`src/rtl/rx_ring_pkg.sv`:
```
`timescale 1ns/1ps
package rx_ring_pkg;
  parameter int PG_W      = 8;
  parameter int OFF_W     = 8;
  parameter int ADDR_W    = PG_W + OFF_W;
  parameter int LEN_W     = 16;
  parameter int HDR_BYTES = 4;

  typedef enum logic [1:0] {ST_IDLE, ST_DATA, ST_DROP, ST_HDR} wr_state_e;

  // page that follows pg inside the ring [start, stop)
  function automatic logic [PG_W-1:0] ring_step(input logic [PG_W-1:0] pg,
                                                input logic [PG_W-1:0] start,
                                                input logic [PG_W-1:0] stop);
    logic [PG_W-1:0] n;
    n = pg + 1'b1;
    return (n == stop) ? start : n;
  endfunction

  function automatic logic [7:0] pack_status(input logic good, input logic crc,
                                             input logic align, input logic fifo);
    return {4'b0000, fifo, align, crc, good};
  endfunction

  function automatic logic [7:0] hdr_byte(input logic [1:0] idx, input logic [7:0] status,
                                          input logic [PG_W-1:0] nxt,
                                          input logic [LEN_W-1:0] len);
    case (idx)
      2'd0:    return status;
      2'd1:    return nxt;
      2'd2:    return len[7:0];
      default: return len[15:8];
    endcase
  endfunction
endpackage

```
`src/rtl/rx_ring_cfg.sv`:
```
`timescale 1ns/1ps
module rx_ring_cfg
  import rx_ring_pkg::*;
#(
  parameter logic [PG_W-1:0] RST_START = 8'h46,
  parameter logic [PG_W-1:0] RST_STOP  = 8'h80
) (
  input  logic            clk,
  input  logic            rst_n,
  input  logic            cfg_we,
  input  logic            cfg_page,
  input  logic [3:0]      cfg_addr,
  input  logic [7:0]      cfg_wdata,
  input  logic            commit,
  input  logic [PG_W-1:0] commit_page,
  output logic [PG_W-1:0] start_pg,
  output logic [PG_W-1:0] stop_pg,
  output logic [PG_W-1:0] bnry_pg,
  output logic [PG_W-1:0] cur_pg
);
  localparam logic [3:0] OFS_START = 4'h1;
  localparam logic [3:0] OFS_STOP  = 4'h2;
  localparam logic [3:0] OFS_BNRY  = 4'h3;
  localparam logic [3:0] OFS_CUR   = 4'h7;

  logic wr_p0, wr_cur;
  assign wr_p0  = cfg_we && !cfg_page;
  assign wr_cur = cfg_we && cfg_page && (cfg_addr == OFS_CUR);

  always_ff @(posedge clk) begin
    if (!rst_n) begin
      start_pg <= RST_START;
      stop_pg  <= RST_STOP;
      bnry_pg  <= RST_START;
    end else if (wr_p0) begin
      case (cfg_addr)
        OFS_START: start_pg <= cfg_wdata[PG_W-1:0];
        OFS_STOP:  stop_pg  <= cfg_wdata[PG_W-1:0];
        OFS_BNRY:  bnry_pg  <= cfg_wdata[PG_W-1:0];
        default:   ;
      endcase
    end
  end

  always_ff @(posedge clk) begin
    if (!rst_n)       cur_pg <= RST_START;
    else if (commit)  cur_pg <= commit_page;
    else if (wr_cur)  cur_pg <= cfg_wdata[PG_W-1:0];
  end

  // current page moves only on a commit or a host write
  a_r7_cur_moves_only_on_event: assert property (@(posedge clk) disable iff (!rst_n)
    (!commit && !wr_cur) |=> $stable(cur_pg));
endmodule

```
`src/rtl/rx_ring_writer.sv`:
```
`timescale 1ns/1ps
module rx_ring_writer
  import rx_ring_pkg::*;
(
  input  logic              clk,
  input  logic              rst_n,
  input  logic              rx_valid,
  input  logic [7:0]        rx_data,
  input  logic              rx_last,
  input  logic              rx_good,
  input  logic              rx_crc_err,
  input  logic              rx_align_err,
  input  logic              rx_fifo_err,
  input  logic [PG_W-1:0]   start_pg,
  input  logic [PG_W-1:0]   stop_pg,
  input  logic [PG_W-1:0]   bnry_pg,
  input  logic [PG_W-1:0]   cur_pg,
  output logic              ram_we,
  output logic [ADDR_W-1:0] ram_addr,
  output logic [7:0]        ram_wdata,
  output logic              commit,
  output logic [PG_W-1:0]   commit_page,
  output logic              frame_done,
  output logic              ovw_irq
);
  localparam logic [OFF_W-1:0] OFF_LAST  = {OFF_W{1'b1}};
  localparam logic [OFF_W-1:0] OFF_FIRST = OFF_W'(HDR_BYTES);

  wr_state_e          st;
  logic [PG_W-1:0]    wr_pg, frm_pg, nxt_pg;
  logic [OFF_W-1:0]   wr_off;
  logic [LEN_W-1:0]   cnt, len_q;
  logic [7:0]         status_q;
  logic [1:0]         hdr_idx;

  // named events used by the assertions
  logic               accept, cross_hit, end_hit, ovf;
  logic [PG_W-1:0]    pg_now, pg_nx, end_pg;
  logic [OFF_W-1:0]   off_now, off_nx;
  logic [LEN_W-1:0]   cnt_now;

  always_comb begin
    pg_now    = (st == ST_IDLE) ? cur_pg : wr_pg;
    off_now   = (st == ST_IDLE) ? OFF_FIRST : wr_off;
    cnt_now   = (st == ST_IDLE) ? LEN_W'(HDR_BYTES) : cnt;
    off_nx    = off_now + 1'b1;
    pg_nx     = (off_now == OFF_LAST) ? ring_step(pg_now, start_pg, stop_pg) : pg_now;
    end_pg    = (off_nx == '0) ? pg_nx : ring_step(pg_nx, start_pg, stop_pg);
    accept    = rx_valid && ((st == ST_IDLE) || (st == ST_DATA));
    cross_hit = (off_now == OFF_LAST) && (pg_nx == bnry_pg);
    end_hit   = rx_last && (off_nx != '0) && (end_pg == bnry_pg);
    ovf       = accept && (cross_hit || end_hit);
  end

  assign commit      = (st == ST_HDR) && (hdr_idx == 2'd3);
  assign commit_page = nxt_pg;

  always_ff @(posedge clk) begin
    if (!rst_n) begin
      st         <= ST_IDLE;
      wr_pg      <= '0;
      wr_off     <= '0;
      frm_pg     <= '0;
      nxt_pg     <= '0;
      cnt        <= '0;
      len_q      <= '0;
      status_q   <= '0;
      hdr_idx    <= '0;
      ram_we     <= 1'b0;
      ram_addr   <= '0;
      ram_wdata  <= '0;
      frame_done <= 1'b0;
      ovw_irq    <= 1'b0;
    end else begin
      ram_we     <= 1'b0;
      frame_done <= 1'b0;
      ovw_irq    <= 1'b0;
      case (st)
        ST_IDLE, ST_DATA: begin
          if (rx_valid) begin
            if (st == ST_IDLE) frm_pg <= cur_pg;
            wr_pg  <= pg_nx;
            wr_off <= off_nx;
            cnt    <= cnt_now + 1'b1;
            if (!cross_hit) begin
              ram_we    <= 1'b1;
              ram_addr  <= {pg_now, off_now};
              ram_wdata <= rx_data;
            end else begin
              // last byte of a page may still be written; the hit is the page after
              ram_we    <= 1'b1;
              ram_addr  <= {pg_now, off_now};
              ram_wdata <= rx_data;
            end
            if (ovf) begin
              ovw_irq <= 1'b1;
              st      <= rx_last ? ST_IDLE : ST_DROP;
            end else if (rx_last) begin
              st       <= ST_HDR;
              nxt_pg   <= end_pg;
              len_q    <= cnt_now + 1'b1;
              status_q <= pack_status(rx_good, rx_crc_err, rx_align_err, rx_fifo_err);
              hdr_idx  <= '0;
            end else begin
              st <= ST_DATA;
            end
          end
        end
        ST_DROP: begin
          if (rx_valid && rx_last) st <= ST_IDLE;
        end
        ST_HDR: begin
          ram_we    <= 1'b1;
          ram_addr  <= {frm_pg, {(OFF_W-2){1'b0}}, hdr_idx};
          ram_wdata <= hdr_byte(hdr_idx, status_q, nxt_pg, len_q);
          hdr_idx   <= hdr_idx + 1'b1;
          if (hdr_idx == 2'd3) begin
            st         <= ST_IDLE;
            frame_done <= 1'b1;
          end
        end
        default: st <= ST_IDLE;
      endcase
    end
  end

  // input assumption: no byte offered while the header is being written
  a_r5_quiet_during_header: assert property (@(posedge clk) disable iff (!rst_n)
    (st == ST_HDR) |-> !rx_valid);
  // every header cycle yields a write in the first four bytes of a page
  a_r5_header_at_page_base: assert property (@(posedge clk) disable iff (!rst_n)
    (st == ST_HDR) |=> (ram_we && (ram_addr[OFF_W-1:2] == '0)));
  // all writes stay inside the programmed ring
  a_r4_write_inside_ring: assert property (@(posedge clk) disable iff (!rst_n)
    ram_we |-> ((ram_addr[ADDR_W-1:OFF_W] >= start_pg) && (ram_addr[ADDR_W-1:OFF_W] < stop_pg)));
  // an abandoned frame never reaches the header stage
  a_r8_drop_skips_header: assert property (@(posedge clk) disable iff (!rst_n)
    ovf |=> (st != ST_HDR));
  // warning and completion are never raised together
  a_r9_warn_excludes_done: assert property (@(posedge clk) disable iff (!rst_n)
    !(ovw_irq && frame_done));
  // consecutive payload bytes land on consecutive addresses within a page
  a_r3_payload_sequential: assert property (@(posedge clk) disable iff (!rst_n)
    ((st == ST_DATA) && accept && (wr_off != '0)) |=> (ram_addr[OFF_W-1:0] != '0));
endmodule

```
`src/rtl/rx_page_ring.sv`:
```
`timescale 1ns/1ps
module rx_page_ring
  import rx_ring_pkg::*;
#(
  parameter logic [7:0] RST_START = 8'h46,
  parameter logic [7:0] RST_STOP  = 8'h80
) (
  input  logic        clk,
  input  logic        rst_n,
  input  logic        cfg_we,
  input  logic        cfg_page,
  input  logic [3:0]  cfg_addr,
  input  logic [7:0]  cfg_wdata,
  input  logic        rx_valid,
  input  logic [7:0]  rx_data,
  input  logic        rx_last,
  input  logic        rx_good,
  input  logic        rx_crc_err,
  input  logic        rx_align_err,
  input  logic        rx_fifo_err,
  output logic        ram_we,
  output logic [15:0] ram_addr,
  output logic [7:0]  ram_wdata,
  output logic [7:0]  cur_page,
  output logic        frame_done,
  output logic        ovw_irq
);
  logic [PG_W-1:0] start_pg, stop_pg, bnry_pg, cur_pg, commit_page;
  logic            commit;

  rx_ring_cfg #(.RST_START(RST_START), .RST_STOP(RST_STOP)) u_cfg (
    .clk(clk), .rst_n(rst_n),
    .cfg_we(cfg_we), .cfg_page(cfg_page), .cfg_addr(cfg_addr), .cfg_wdata(cfg_wdata),
    .commit(commit), .commit_page(commit_page),
    .start_pg(start_pg), .stop_pg(stop_pg), .bnry_pg(bnry_pg), .cur_pg(cur_pg)
  );

  rx_ring_writer u_wr (
    .clk(clk), .rst_n(rst_n),
    .rx_valid(rx_valid), .rx_data(rx_data), .rx_last(rx_last), .rx_good(rx_good),
    .rx_crc_err(rx_crc_err), .rx_align_err(rx_align_err), .rx_fifo_err(rx_fifo_err),
    .start_pg(start_pg), .stop_pg(stop_pg), .bnry_pg(bnry_pg), .cur_pg(cur_pg),
    .ram_we(ram_we), .ram_addr(ram_addr), .ram_wdata(ram_wdata),
    .commit(commit), .commit_page(commit_page),
    .frame_done(frame_done), .ovw_irq(ovw_irq)
  );

  assign cur_page = cur_pg;

  // nothing is written in the cycle right after reset is released
  a_r1_quiet_after_reset: assert property (@(posedge clk)
    $rose(rst_n) |-> (!ram_we && !ovw_irq && !frame_done));
endmodule

```
`config.mk`:
```
export PLATFORM = sky130hd
export DESIGN_NAME = rx_page_ring
export DESIGN_NICKNAME = d
export VERILOG_FILES = /design/src/rtl/rx_ring_pkg.sv /design/src/rtl/rx_ring_cfg.sv /design/src/rtl/rx_ring_writer.sv /design/src/rtl/rx_page_ring.sv
export SDC_FILE = /design/constraint.sdc
export NUM_CORES = 1
export LEC_CHECK = 0
export ABC_CLOCK_PERIOD_IN_PS = 13600
export BUFFER_PORTS_ARGS = -buffer_cell sky130_fd_sc_hd__buf_2
export CELL_PAD_IN_SITES_DETAIL_PLACEMENT = 1
export CELL_PAD_IN_SITES_GLOBAL_PLACEMENT = 1
export CORE_UTILIZATION = 25
export CTS_CLUSTER_DIAMETER = 40
export DETAILED_ROUTE_END_ITERATION = 8
export GPL_ROUTABILITY_DRIVEN = 0
export PLACE_DENSITY = 0.6
export SYNTH_ARGS = -nofsm -noshare
export SYNTH_HDL_FRONTEND = slang
export SYNTH_SLANG_ARGS = --single-unit
```
`constraint.sdc`:
```
create_clock -name clk -period 13.6 [get_ports clk]
set_clock_uncertainty 0.05 [all_clocks]
set_input_delay 1.36 -clock clk [delete_from_list [all_inputs] [get_ports clk]]
set_output_delay 1.36 -clock clk [all_outputs]
set_load 0.02 [all_outputs]
```
* After elaboration in Yosys (flattened, before gate mapping)
Index checks and enable logic that the tools add are counted.
Word-level totals: bits of input ports 30, word-level logic and storage cells 104, output and inout port bits 35, bits in registers 131
Cells by class: bitwise logic cells 1, add/sub/neg operators 5, reduce and logical (&&, ||, !) cells 31, mux-type cells 29, eq/ne operators 20
Operators with widths (count):
- two-way mux 8 bit | 9
- == test 8 bit | 4
- two-way mux 16 bit | 2
- one-hot mux 16 bit (2 select lines) | 1
- adder 8 x 1 -> 8 bit (second input constant) | 3
- one-hot mux 8 bit (3 select lines) | 1
- two-way mux 2 bit | 9
- adder 16 x 1 -> 16 bit (second input constant) | 1
- one-hot mux 8 bit (2 select lines) | 1
- AND reduction 2 bit | 6
- logical AND 1 bit | 10
- AND reduction 3 bit | 3
- == test 2 bit (second input constant) | 4
- == test 4 x 2 -> 1 bit (second input constant) | 2
- == test 8 bit (second input constant) | 1
- logical NOT 8 bit | 1
- inequality test 2 bit (second input constant) | 4
- AND reduction 4 bit | 2
- nonzero test 8 bit | 1
- one-hot mux 2 bit (3 select lines) | 1
- == test 2 x 1 -> 1 bit (second input constant) | 2
- == test 4 x 1 -> 1 bit (second input constant) | 1
- == test 4 x 3 -> 1 bit (second input constant) | 1
- logical NOT 2 bit | 2
- other kinds (10) | 14

* Longest topological paths before layout
Gate-level depths: netlist of the first run.
word-level depth 17, mapped depth 33, depth with buffers taken out 24

* Cells and area by module
Synthesis of the first run repeated with hierarchy kept, for this count alone.
Unflattened totals: cells, all modules 1060, area, all modules 8221.6 µm²
By module, submodules not included:
- rx_ring_writer | seq. area each 1981.9 µm², instances 1, area an instance 6767.7 µm², cells an instance 893
- rx_ring_cfg | seq. area each 640.6 µm², instances 1, area an instance 1453.9 µm², cells an instance 167

* Least setup slack after synthesis of the first run
Ideal clock, no wire load.
kind register to register, start register u_wr.st[0], end register u_wr.nxt_pg[7], in the netlist u_wr.commit_page[7], setup slack 6742 ps, data required time 13429 ps, setup time 121 ps, period minus slack after synthesis 6858 ps, data arrival time 6686 ps, cell stages (with the launch flop) 31, path buffers 9, cell sequence dfxtp_1 -> buf_2 -> or2_0 -> buf_2 -> clkbuf_1 -> clkbuf_1 -> and2_1 -> ha_1 -> and4_1 -> and4_1 -> nand2_1 -> buf_1 -> clkbuf_1 -> o311a_1 -> clkbuf_1 -> ha_1 -> xor2_1 -> xnor2_1 -> nand3b_1 -> o31ai_1 -> o311ai_0 -> nor4bb_1 -> mux2i_1 -> nor4_4 -> and2_0 -> buf_2 -> mux2_2 -> a31oi_1 -> o21ba_1 -> buf_6 -> mux2_4
On the way: longest elaborated chain between the ends 16, elaborated cells on any way between the ends 28, those cells by class 3 x add/sub; 6 x eq/ne; 6 x mux; 1 x bitwise; 12 x reduce/logical
RTL lines:
- start: declaration | RTL line rx_ring_writer.sv:29 | wr_state_e st;
- start signal: assignment | RTL line rx_ring_writer.sv:97 | st <= rx_last ? ST_IDLE : ST_DROP;
- logical NOT 2 bit
- two-way mux 8 bit | RTL line rx_ring_writer.sv:43 | pg_now = (st == ST_IDLE) ? cur_pg : wr_pg;
- adder 8 x 1 -> 8 bit | RTL line rx_ring_pkg.sv:16 | n = pg + 1'b1;
- == test 8 bit | RTL line rx_ring_pkg.sv:17 | return (n == stop) ? start : n;
- two-way mux 8 bit | RTL line rx_ring_pkg.sv:17
- two-way mux 8 bit | RTL line rx_ring_writer.sv:47 | pg_nx = (off_now == OFF_LAST) ? ring_step(pg_now, start_pg, stop_pg) : pg_now;
- adder 8 x 1 -> 8 bit | RTL line rx_ring_pkg.sv:16
- == test 8 bit | RTL line rx_ring_pkg.sv:17
- two-way mux 8 bit | RTL line rx_ring_pkg.sv:17
- two-way mux 8 bit | RTL line rx_ring_writer.sv:48 | end_pg = (off_nx == '0) ? pg_nx : ring_step(pg_nx, start_pg, stop_pg);
- == test 8 bit | RTL line rx_ring_writer.sv:51 | end_hit = rx_last && (off_nx != '0) && (end_pg == bnry_pg);
- logical AND 1 bit | RTL line rx_ring_writer.sv:51
- logical OR 1 bit | RTL line rx_ring_writer.sv:52 | ovf = accept && (cross_hit || end_hit);
- logical AND 1 bit | RTL line rx_ring_writer.sv:52
- NOT 1 bit (no line)
- AND reduction 4 bit (no line)
- end signal: assignment | RTL line rx_ring_writer.sv:100 | nxt_pg <= end_pg;
- end: declaration | RTL line rx_ring_writer.sv:30 | logic [PG_W-1:0] wr_pg, frm_pg, nxt_pg;
Several ways; a longest one is shown, not always the timed one. A chain may end at the register's enable or synchronous reset.

* Worst setup path after layout of the first run
start register u_wr.st[1], end register u_wr.nxt_pg[6], in the netlist u_wr.commit_page[6]
Same word-level chain as after synthesis.

==> results of run 1 <==
[worst max-delay path, cell delays in order, from the launching register on]
cell and delay, ns:
dfxtp_1 0.92, nor2_2 0.09, mux2i_1 0.64, inv_1 0.14, ha_1 0.35, xor2_1 0.19
xnor2_1 0.16, nand2_1 0.09, a211oi_1 0.59, nand3_1 0.26, o311a_1 0.49, ha_1 0.28
xor2_1 0.26, xnor2_1 0.20, nand3b_1 0.11, o31ai_1 0.11, o311ai_0 0.23, nor4bb_1 0.31
mux2i_1 0.15, nor4_4 0.51, nand2_1 0.47, mux2_2 0.41, o31a_1 0.39, o21bai_2 0.28
buf_4 0.37, mux2i_1 0.23
[placed cells by master, fill, tap and decap left out, types with 5 or more instances in the layout]
| master | netlist | routed |
|---|---|---|
| nor2b_1 | 39 | 38 |
| nand2_1 | 194 | 194 |
| buf_2 | 9 | 63 |
| mux2i_1 | 67 | 67 |
| clkbuf_16 | 0 | 17 |
| or3_1 | 5 | 5 |
| and3_1 | 16 | 16 |
| buf_4 | 4 | 14 |
| o211a_1 | 10 | 10 |
| inv_1 | 13 | 13 |
| inv_6 | 0 | 5 |
| a22oi_1 | 28 | 28 |
| nand4_1 | 6 | 6 |
| and4_1 | 6 | 6 |
| o21a_1 | 6 | 6 |
| xor2_1 | 13 | 13 |
| dfxtp_1 | 131 | 131 |
| a21boi_0 | 27 | 27 |
| a21o_1 | 6 | 6 |
| nand3_1 | 26 | 26 |
| nor2_1 | 35 | 35 |
| a22o_1 | 6 | 6 |
| o221ai_1 | 6 | 6 |
| xnor2_1 | 32 | 32 |
| ha_1 | 8 | 8 |
| o211ai_1 | 19 | 19 |
| nor3_1 | 14 | 14 |
| a21oi_1 | 13 | 13 |
| and2_1 | 28 | 28 |
| a31oi_1 | 10 | 10 |
| o21ai_0 | 55 | 55 |
[cells by family (layout without fill, tap and decap cells)]
logic type	count (synthesis)	count (layout)	share of synthesized area [%]
AOI/OAI and AO/OA	228	228	21.2
buffers and inverters	88	122	4.69
muxes	72	72	9.36
xor gates and xnor gates	47	47	5.54
adders and majority gates	8	8	1.26
and+or+nand+nor	402	402	24.9
DFF	131	131	33.1
[sequential cells by signal, indices dropped and copies added (netlist names)]
signal            cells
u_cfg.start_pg        8
u_cfg.stop_pg         8
u_wr.frm_pg           8
u_wr.frame_done       1
u_wr.wr_off           8
u_wr.ram_addr        16
u_cfg.bnry_pg         8
u_wr.commit_page      8
u_wr.hdr_idx          2
u_wr.st               2
u_wr.wr_pg            8
u_wr.len_q           16
u_wr.ram_wdata        8
u_wr.ovw_irq          1
u_cfg.cur_pg          8
u_wr.status_q         4
u_wr.ram_we           1
u_wr.cnt             16
[per-stage QoR]
step	instance area (um2)	hold slack [ns]	worst slack [ns]	instances
2_1_floorplan	7930	0.384	6.74	976
3_3_place_gp	8540	0.392	5.70	1374
3_5_place_dp	8540	0.403	5.39	1374
4_1_cts	9160	0.413	5.37	1406
5_1_grt	9160	0.434	4.52	1406
6_report	9160	0.414	5.22	1406
[power by group through the flow]
stage | Combinational, uW | Sequential (uW) | Clock, uW
after floorplan | 80.0 | 413 | 0
after global placement | 119 | 412 | 0
after detailed placement | 120 | 412 | 0
after CTS | 121 | 404 | 503
after global routing | 131 | 405 | 521
final | 120 | 404 | 492
[metal layers]
layer	GRT usage [%]	wire [um]
met5	0	0
met1	20.6	12100
met2	29.6	13500
met3	2.83	662
met4	4.92	524
[cell type report]
class	count	area [um2]	share of cell area (%)
Multi-Input combinational cell	757	4950	54.1
Clock buffer	17	425	4.65
Sequential cell	131	2620	28.6
Timing Repair Buffer	77	420	4.59
Tap cell	396	495	5.41
Clock inverter	15	191	2.09
Inverter	13	48.8	0.533
[worst max-delay path by stage]
stage | start | to | slack, ns | cells after the start
floorplan | u_wr.st[0] | u_wr.commit_page[7] | 6.74 | 30
global placement | u_wr.st[1] | u_wr.len_q[10] | 5.70 | 25
detailed placement | u_wr.st[1] | u_wr.len_q[11] | 5.39 | 25
CTS | u_wr.st[1] | u_wr.commit_page[6] | 5.37 | 25
global route | u_wr.st[1] | u_wr.len_q[5] | 4.52 | 25
finish | u_wr.st[1] | u_wr.commit_page[6] | 5.22 | 25
==> impl_results.md, run 1 <==
* Cell Pwr Density at 111 mW/mm2
* Endpoint class of the critical path: register
* Cells on Worst Hold Path at 2
* Clk Latency, worst-skew pair at 0.43 ns
* Worst slew pin tran at 1.02 ns
* Die height at between 150 and 200 um
* Clock share of power at 48.4%
* DRC viols at 0
* Post-CTS setup buffers at 0
* Fmax at 119 MHz
* First-pass GRT wire length at 42400 um
* CTS tree: built
* Layout net count at ~1000
* Final Total Pwr at 1020 uW
* Worst EP arrival at 8.68 ns
* Synthesized Nets at 1014
* Drt initial violations at 416
* Number of port buffers at 64
* Maximum clock path buffer count at 2
* Row count at 64
* Sequential share of power at 39.8%
* Sink Count at between 100 and 150
* Final WL at 26800 um
* Post-CTS Hold Fix Bufs at 0
* # Max-Cap Violations at 0
* RSZ-0062 raised after global routing: no
* Detail Placement HPWL at approximately 20000 um
* Die Span X at approximately 180 um
* Top FF cell, synth: dfxtp_1
* Max_slew headroom at 32.0%
* Net Sw Frac at around 30%
* Switch Pwr at 300 uW
* Area growth syn-to-layout at 15.5%
* Final setup TNS at 0 ns
* Largest area contributor in the netlist: dfxtp_1
* Reg2Reg Launch Point: u_wr.st[1]
* CP Launch Type: register
* Crit Path Category: register to register
* CP Max Fanout at 25
* Sequential area share after synthesis at 33.1%
* Layout cells sized above 1 at 13.3%
* Post-route ant nets at 0
* Fin. max-slew vios at 0
* Core Area at 0.0309 mm2
* Yosys reg bits at 131
* Lkg Pwr at 0.00363 uW
* Critical Path RT at approximately 14 ns
* HP Class: register to register
* CTS Buf Count at 17
* Peak supply drop at 0.0861 mV
* Post-CTS sizing at 0
* Synth warn at 0
* Drt pass-1 iters at 5
* Final setup vio count at 0
* Library cells used by synthesis at 80
* Dominant cell by count in the synthesized netlist: nand2_1
* Worst R2R Path Depth at 25
* Post-synth EDFFs at 0
* Most instantiated cells after synthesis: 194 x nand2_1, 131 x dfxtp_1, 67 x mux2i_1
* Vias in the first global route at 7315
* P_int at 716 uW
* Ant. Diodes at 0
* Fill count at 3680
* Vias at 7218
* Hold Startpoint: u_wr.len_q[1]
* Antenna violations before repair at 0
* Routed len/inst at 19.1 um
* Top post-synthesis cells by area: dfxtp_1 33%, nand2_1 9.2%, mux2i_1 8.5%
* CTS root buffer: clkbuf_16
* Flop-to-flop setup slack at 5.22 ns
* Initial core utilization at about a quarter
* Post-synth ARST share at 0%
* GRT overflow at 0
* Area of the die at ~0.032 mm2
* Share of the synthesized area in the top cell type at 33.1%
* H-tree Lvls at 4
* Largest net degree at the start of global routing at between 80 and 90
* I/O pin total at 65
* Syn Area/Cell at 8.12 um2
* Mapped Cells at 976
* Comb power frac at 11.8%
* Worst Hold Path EP: u_wr.len_q[1]
* Vias/cell at 5.13
* Final core utilization at a little under 30%
* Outcome: complete, no violations
* Post-layout min period at ~8.4 ns
* R2r endpoint: u_wr.commit_page[6]
* Final hold vios at 0
* Overall Global Routing Usage at 16.7%
* Part of the cycle the worst path needs at between 60% and 70%
* Post-Syn Area at 0.00793 mm2
* Clock transition at path regs at 0.07 ns
(Power assumes the default switching activity.)
==> inputs of run 2 (changes only) <==
--- a/config.mk
+++ b/config.mk
@@ -5,7 +5,7 @@
 export SDC_FILE = /design/constraint.sdc
 export NUM_CORES = 1
 export LEC_CHECK = 0
-export ABC_CLOCK_PERIOD_IN_PS = 13600
+export ABC_CLOCK_PERIOD_IN_PS = 8400
 export BUFFER_PORTS_ARGS = -buffer_cell sky130_fd_sc_hd__buf_2
 export CELL_PAD_IN_SITES_DETAIL_PLACEMENT = 1
 export CELL_PAD_IN_SITES_GLOBAL_PLACEMENT = 1
==> constraint.sdc (replaced) <==
create_clock -name clk -period 8.4 [get_ports clk]
set_clock_uncertainty 0.05 [all_clocks]
set_input_delay 0.84 -clock clk [delete_from_list [all_inputs] [get_ports clk]]
set_output_delay 0.84 -clock clk [all_outputs]
set_load 0.02 [all_outputs]
==> run 2 against run 1 <==
Effect of this change: power rose by 60%; combinational power grew 63%; sequential power up 61%; critical endpoint is now u_wr.commit_page[7]; register-to-register slack worse by 4.3 ns; critical path depth stayed put; utilization up 0.13 points; largest cell class unchanged.
==> impl_results.md, run 2 (synthesis results as in run 1) <==
* Post-CTS Hold Fix Bufs at 0 (unchanged)
* Ant. Diodes at 0 (unchanged)
* Vias in the first global route at 7195 (was 7315)
* Antenna violations before repair at 0 (unchanged)
* R2r endpoint: u_wr.commit_page[7] (was u_wr.commit_page[6])
* Drt initial violations at 532 (was 416)
* DRC viols at 0 (unchanged)
* H-tree Lvls at 4 (unchanged)
* Sink Count at 131 (unchanged)
* Detail Placement HPWL at 19300 um (was 19500 um)
* Overall Global Routing Usage at 16.5% (was 16.7%)
* GRT overflow at 0 (unchanged)
* RSZ-0062 raised after global routing: no (unchanged)
* CTS root buffer: clkbuf_16 (unchanged)
* HP Class: register to register (unchanged)
* Area taken by flip-flops and latches at 0.00262 mm2 (unchanged)
* Clock transition at path regs at 0.07 ns (about the same)
* CP startpoint: u_wr.st[1] (unchanged)
* Layout net count at 1042 (was 1035)
* Post-CTS setup buffers at 0 (unchanged)
* Final hold vios at 0 (unchanged)
* Fin. max-slew vios at 0 (unchanged)
* Most used cell, CP: nand2_1 (was mux2i_1)
* Row count at 64 (unchanged)
* Initial core utilization at 25.7% (unchanged)
* Crit-path max cell delay at 0.62 ns (was 0.92 ns)
* Post-layout min period at 7.50 ns (was 8.38 ns)
* Post-route ant nets at 0 (unchanged)
* Stages on worst setup path at 25 (unchanged)
* Worst EP arrival at 7.78 ns (was 8.68 ns)
* Drt pass-1 iters at 7 (was 5)
* Die height at 180 um (unchanged)
* Number of port buffers at 64 (unchanged)
* Fmax at 133 MHz (was 119 MHz)
* Lkg Pwr at 0.00366 uW (was 0.00363 uW)
* Met3 WL post-DR at 801 um (was 662 um)
* Crit Path Category: register to register (unchanged)
* Endpoint class of the critical path: register (unchanged)
* CTS Buf Count at 17 (unchanged)
* Routed len/inst at 18.9 um (was 19.1 um)
* CP Max Fanout at 29 (was 25)
* CTS tree: built (unchanged)
* Max_slew headroom at 42.5% (was 32.0%)
* Peak supply drop at 0.139 mV (was 0.0861 mV)
* Final Total Pwr at 1630 uW (was 1020 uW)
* Final WL at 26700 um (was 26800 um)
* Die Span X at 180 um (unchanged)
* Top flop regs: u_wr.cnt (16), u_wr.len_q (16), u_wr.ram_addr (16) (unchanged)
* Clk Latency, worst-skew pair at 0.43 ns (about the same)
* Cell Pwr Density at 177 mW/mm2 (was 111 mW/mm2)
* Maximum clock path buffer count at 2 (unchanged)
* I/O pin total at 65 (unchanged)
* Critical Path RT at 8.68 ns (was 13.90 ns)
* Flop-to-flop setup slack at 0.90 ns (was 5.22 ns)
* Max Used Layer: met4 (unchanged)
* Worst slew pin tran at 0.862 ns (was 1.02 ns)
* First-pass GRT wire length at 41900 um (was 42400 um)
* Crit path buffers/inverters at 1 (was 2)
* Worst R2R Path Depth at 25 (unchanged)
* Final std cells w/o fill at 1413 (was 1406)
* Fill count at 3662 (was 3680)
* Post-CTS sizing at 0 (unchanged)
* Core Area at 0.0309 mm2 (unchanged)
* Outcome: complete, no violations (unchanged)
* Area occupied by multi-input gates at 0.00495 mm2 (unchanged)
* Placed insts at 1381 (was 1374)
* Final setup TNS at 0 ns (unchanged)
* Layout cells sized above 1 at 13.9% (was 13.3%)
* Vias at 7215 (was 7218)
* Area of the die at 0.0324 mm2 (unchanged)
* Most common cell after layout, fill and taps aside: nand2_1 (unchanged)
* Slowest cell on the critical path: a2111o_1 (was dfxtp_1)
* Commonest non-fill, non-tap cells in the layout: 194 x nand2_1, 131 x dfxtp_1, 67 x mux2i_1 (unchanged)
* Met1 wire length at 12000 um (was 12100 um)
* # Max-Cap Violations at 0 (unchanged)
* Top Family by Delay on Critical Path: simple AND/OR/NAND/NOR gates (was compound AO/OA/AOI/OAI gates)
* Vias/cell at 5.11 (was 5.13)
* Wire length on met2 at 13300 um (was 13500 um)
* Largest net degree at the start of global routing at 91 (was 82)
* Crit path to: u_wr.commit_page[7] (was u_wr.commit_page[6])
* Area growth syn-to-layout at 16.0% (was 15.5%)
* Part of the cycle the worst path needs at 89.3% (was 61.6%)
* CP Launch Type: register (unchanged)
* Reg2Reg Launch Point: u_wr.st[1] (unchanged)
* Final setup vio count at 0 (unchanged)
==> run 2: changes by cell type in the layout (fill, tap and decap cells not counted) <==
cell / previous run / this run
bufinv_16: 2 / 1
buf_4: 14 / 21
clkinv_2: 1 / 0
inv_8: 3 / 5
==> run 2: layer usage <==
metal | up-vias | GRT usage (%)
met5 | - | 0
met1 | 3546 | 20.4
met3 | 33 | 2.81
met4 | 0 | 4.82
met2 | 118 | 29.4
li1 | 3518 | -
==> run 2: worst min-delay path, cell delays in order (launching register included) <==
cell	delay, ns
dfxtp_1	0.31
nand2_1	0.05
mux2i_1	0.05
==> run 2: layout make-up <==
| cell class | count | area share (%) |
|---|---|---|
| sequential | 131 | 28.5 |
| tap | 396 | 5.39 |
| inverter | 13 | 0.531 |
| timing repair buffer | 84 | 5.14 |
| multi-input combinational | 757 | 53.8 |
| clock buffer | 17 | 4.63 |
| clock inverter | 15 | 1.95 |
==> run 2: worst min-delay path by stage <==
stage | end | start | cells past startpoint | slack, ns
2_1_floorplan | u_wr.status_q[0] | u_wr.status_q[0] | 2 | 0.38
3_3_place_gp | u_wr.len_q[13] | u_wr.len_q[13] | 2 | 0.40
3_5_place_dp | u_wr.len_q[13] | u_wr.len_q[13] | 2 | 0.41
4_1_cts | u_wr.len_q[13] | u_wr.len_q[13] | 2 | 0.42
5_1_grt | u_wr.len_q[12] | u_wr.len_q[12] | 2 | 0.44
6_report | u_wr.len_q[12] | u_wr.len_q[12] | 2 | 0.41
==> run 2: report_power, final <==
group          switching [uW]  total (uW)  internal [uW]
logic                     127         196           69.3
registers                15.0         652            637
clock network             352         780            428
==> run 2: stage by stage <==
stage | util [%] | area (um2) | hold slack [ns] | setup slack, ns
after floorplan | - | 7930 | 0.384 | 1.54
after global placement | 27.8 | 8590 | 0.397 | 1.24
after detailed placement | 27.8 | 8590 | 0.406 | 0.983
after CTS | 29.7 | 9200 | 0.418 | 0.963
after global routing | 29.7 | 9200 | 0.435 | 0.418
final | 29.7 | 9200 | 0.414 | 0.896
